==> config.mk <==
export PLATFORM = sky130hd
export DESIGN_NAME = fowler_ramp_reducer
export DESIGN_NICKNAME = d
export VERILOG_FILES = /design/src/rtl/fowler_ramp_reducer.sv
export SDC_FILE = /design/constraint.sdc
export NUM_CORES = 1
export LEC_CHECK = 0
export CAP_MARGIN = 10
export CORE_MARGIN = 2
export CORE_UTILIZATION = 40
export DETAILED_ROUTE_END_ITERATION = 12
export GPL_TIMING_DRIVEN = 0
export HOLD_SLACK_MARGIN = 0.1
export PLACE_DENSITY = 0.65
export SETUP_SLACK_MARGIN = 0.2
export SYNTH_ARGS = -nofsm -noshare
export SYNTH_HDL_FRONTEND = slang
export SYNTH_SLANG_ARGS = --single-unit
export TNS_END_PERCENT = 1
==> constraint.sdc <==
create_clock -name clk -period 16.5 [get_ports clk]
set_clock_uncertainty 0.15 [all_clocks]
set_input_delay 2.475 -clock clk [delete_from_list [all_inputs] [get_ports clk]]
set_output_delay 2.475 -clock clk [all_outputs]
set_load 0.03 [all_outputs]
==> src/rtl/fowler_ramp_reducer.sv <==
module fowler_ramp_reducer #(
  parameter int SW   = 16,
  parameter int MAXM = 1024,
  localparam int CW  = $clog2(MAXM + 1),
  localparam int NW  = $clog2(CW),
  localparam int AW  = SW + CW,
  localparam int IW  = SW + 2 * CW
) (
  input  logic                 clk,
  input  logic                 rst_n,
  input  logic                 cfg_fit,
  input  logic [NW-1:0]        cfg_log2n,
  input  logic [CW-1:0]        cfg_len,
  input  logic                 start,
  input  logic                 smp_vld,
  input  logic [SW-1:0]        smp_data,
  output logic                 res_vld,
  output logic signed [SW:0]   res_diff,
  output logic [AW-1:0]        res_sum,
  output logic [IW-1:0]        res_isum,
  output logic                 cfg_err,
  output logic                 ramp_abort
);

  logic          active, fit_q;
  logic [NW-1:0] lg_q;
  logic [CW-1:0] len_q, cnt;
  logic [AW-1:0] sum, fsum, lsum;
  logic [IW-1:0] isum;

  logic [31:0] nval;
  logic        take, last, in_first, in_last, bad_cfg;
  logic [AW-1:0] sum_n, fsum_n, lsum_n;
  logic [IW-1:0] isum_n;
  logic signed [SW:0] diff_n;

  assign nval     = 32'd1 << lg_q;
  assign take     = smp_vld && active && !start;
  assign last     = cnt == len_q - 1'b1;
  assign in_first = 32'(cnt) < nval;
  assign in_last  = 32'(cnt) + nval >= 32'(len_q);
  assign bad_cfg  = (32'd2 << cfg_log2n) > 32'(cfg_len);

  assign sum_n  = sum + AW'(smp_data);
  assign isum_n = isum + IW'(cnt) * IW'(smp_data);
  assign fsum_n = in_first ? fsum + AW'(smp_data) : fsum;
  assign lsum_n = in_last  ? lsum + AW'(smp_data) : lsum;
  assign diff_n = $signed({1'b0, SW'(lsum_n >> lg_q)}) - $signed({1'b0, SW'(fsum_n >> lg_q)});

  always_ff @(posedge clk) begin
    if (!rst_n) begin
      active     <= 1'b0;
      fit_q      <= 1'b0;
      lg_q       <= '0;
      len_q      <= '0;
      cnt        <= '0;
      sum        <= '0;
      isum       <= '0;
      fsum       <= '0;
      lsum       <= '0;
      res_vld    <= 1'b0;
      res_diff   <= '0;
      res_sum    <= '0;
      res_isum   <= '0;
      cfg_err    <= 1'b0;
      ramp_abort <= 1'b0;
    end else begin
      res_vld    <= 1'b0;
      ramp_abort <= 1'b0;
      if (start) begin
        ramp_abort <= active;
        cfg_err    <= bad_cfg;
        active     <= !bad_cfg;
        fit_q      <= cfg_fit;
        lg_q       <= cfg_log2n;
        len_q      <= cfg_len;
        cnt        <= '0;
        sum        <= '0;
        isum       <= '0;
        fsum       <= '0;
        lsum       <= '0;
      end else if (take) begin
        cnt  <= cnt + 1'b1;
        sum  <= sum_n;
        isum <= isum_n;
        fsum <= fsum_n;
        lsum <= lsum_n;
        if (last) begin
          active   <= 1'b0;
          res_vld  <= 1'b1;
          res_diff <= fit_q ? '0 : diff_n;
          res_sum  <= fit_q ? sum_n : '0;
          res_isum <= fit_q ? isum_n : '0;
        end
      end
    end
  end

endmodule

==> qor.yml <==
insertion_delay_ps: 610
placed_area_sq_um: 25600
fin_area_sq_um: 26700
status: "finished clean"
crit_required_ps: 16870
slowest_stage: "a22oi_1"
die_w_microns: 246
cap_violations: 0
cts_inserted_buffers: 30
critPathArrivalTime_ps: 11330
r2r-start: "lg_q[1]$_SDFFE_PN0P_"
grt_max_degree: 17
gp_congestion: 0.987
finalCritPeriodShare: 0.664
die_h_microns: 246
synth_commonest_cells: "nand2_1 (310), inv_1 (243), dfxtp_1 (232)"
synth_edf_count: 0
grt_pass1_vias: 20700
syn_nets: 3240
min_period_ps: 10960
stdcell_count: 3802
synth.avg_cell_area_sq_um: 8.20
grt_pass1_wl_mm: 123
yosysWarningCount: 0
rsz0062_at_grt: "no"
syn-cell-area_sq_um: 23500
ctsResizeCount: 0
final_layout_size_suffix_gt1_frac: 0.0596
clock_sinks: 232
path_class: "reg2reg"
end_kind: "flop"
max_slew_margin: 0.0998
min_from: "res_isum[16]$_SDFFE_PN0P_"
io_pins: 121
wl_per_cell_microns: 21.1
synth_top_area_cell: "dfxtp_1"
cts_buffer_depth: 3
fin_util: 0.460
synth_most_common_cell: "nand2_1"
initial_core_util: 0.405
cts_tree: "done"
antenna_found_initial: 1
syn_to_final_growth_pct: 13.6
synth_top_area_frac: 0.198
maxClockFrequency_mhz: 91.3
synth_area_leaders: "dfxtp_1 (20%), fa_1 (13%), ha_1 (9.7%)"
setup_tns_ps: 0
globalRouteTotalUtil: 0.260
synth_seq_cells: 232
root_buffer: "clkbuf_16"
tightest_slew_ps: 1350
ctsHoldBuffers: 0
die_area_sq_um: 60700
grt.overflow.total: 0
power.leakage_uw: 0.0116
routed_via_density: 5.85
cts_setup_buffers: 0
path_max_fanout: 10
vdd_ir_drop_max_v: 0.0000843
clkTransAtPathRegs_ps: 60
drt_first_pass_iters: 6
routed_wl_mm: 80.2
dp_hpwl_mm: 63.1
dp_cells: 3746
ys_types: 89
crit_buf_inv: 8
antenna_left: 0
core_area_sq_um: 57900
maxSlewViolCount: 0
num_antenna_cells: 0
nNetsFinal: 3389
start_kind: "flop"
power_uw: 1720
drc_errors: 0
synth_seq_area_share: 0.198
slowest_delay_ps: 790
r2r_setup_slack_ps: 5540
cp-startpoint: "lg_q[1]$_SDFFE_PN0P_"
drt_iter0_markers: 2075
cts_max_level: 1
synth_cells: 2865
powerDensity_nw_per_um2: 64.5
rows: 88
hold_viol_final: 0
worstHoldPathType: "reg2reg"
vias: 22200
setup_viol_count_final: 0
io_buffers: 116
path_delay_family: "compound AO/OA/AOI/OAI gates"
async_flop_share: 0
synth-main-ff-cell: "dfxtp_1"
-- path summary, 6_finish.rpt --
| check | to | cells after the start |
|---|---|---|
| setup / recovery | res_diff[16]$_SDFFE_PN0P_ | 37 |
| hold / removal | res_isum[16]$_SDFFE_PN0P_ | 2 |
| setup reg to reg | res_diff[16]$_SDFFE_PN0P_ | 37 |
| hold reg to reg | res_isum[16]$_SDFFE_PN0P_ | 2 |
-- sequential cells by signal (all words and copies together) (netlist names), 4 cells and up --
register and count:
res_diff 17, isum 38, sum 27, lg_q 4, res_sum 27, cnt 11
len_q 11, lsum 27, fsum 27, res_isum 38
-- logic make-up (layout without fill, tap and decap cells) --
family,count (synthesis),count (layout),synth area share
buffers and inverters,430,602,0.0702
multiplexers,99,99,0.0519
flip-flops,232,232,0.198
adder cells (fa/ha/maj),339,339,0.231
AND/OR/NAND/NOR,901,901,0.178
AO/OA/AOI/OAI,718,718,0.216
XOR/XNOR,146,146,0.0545
-- placed cells by master, fill, tap and decap left out, drive strengths merged, types with 93 or more instances in the layout --
cell type	Yosys	final
fa	157	157
nor2	214	214
ha	182	182
clkdlybuf4s50	0	116
xnor2	93	93
a21oi	182	182
dfxtp	232	232
nand2	310	310
inv	244	245
clkbuf	136	177
o21ai	124	124
-- per-stage QoR --
step                      setup WS (ps)  hold WS [ps]
final                              5540           302
after global routing               4920           323
after CTS                          5850           302
after detailed placement           5870           293
after global placement             5990           286
after floorplan                    8420           299
-- area by class of cell --
| class | instances | area, sq um |
|---|---|---|
| Clock inverter | 15 | 224 |
| Sequential cell | 232 | 4640 |
| Buffer | 183 | 722 |
| Fill cell | 5859 | 31300 |
| Inverter | 247 | 927 |
| Clock buffer | 40 | 838 |
| Tap cell | 765 | 957 |
| Multi-Input combinational cell | 2203 | 17200 |
| Timing Repair Buffer | 117 | 1170 |
-- worst register-to-register path: cells and delay by family (launching register included) --
kind / cells / cell delay, ps
xor gates and xnor gates: 1 / 140
DFF: 1 / 380
muxes: 2 / 620
adders and majority gates: 4 / 1300
buffers and inverters: 8 / 3190
AOI/OAI and AO/OA: 17 / 4120
and+or+nand+nor: 5 / 950
-- report_power, final --
part | switching, uW | total (uW) | internal (uW) | leakage (uW)
Clock | 288 | 710 | 422 | 0.000506
Combinational | 277 | 434 | 157 | 0.00925
Sequential | 8.38 | 577 | 569 | 0.00188
Total | 574 | 1720 | 1150 | 0.0116
-- routing by layer --
| layer | routed length (microns) | global-route usage | share of wire | vias up |
|---|---|---|---|---|
| li1 | - | - | - | 10400 |
| met1 | 35700 | 0.376 | 0.45 | 10800 |
| met2 | 34300 | 0.396 | 0.43 | 977 |
| met3 | 7290 | 0.0389 | 0.091 | 146 |
| met4 | 2870 | 0.0826 | 0.036 | 0 |
| met5 | 0 | 0 | 0 | - |
No activity file was read; power rests on OpenSTA's default activity.
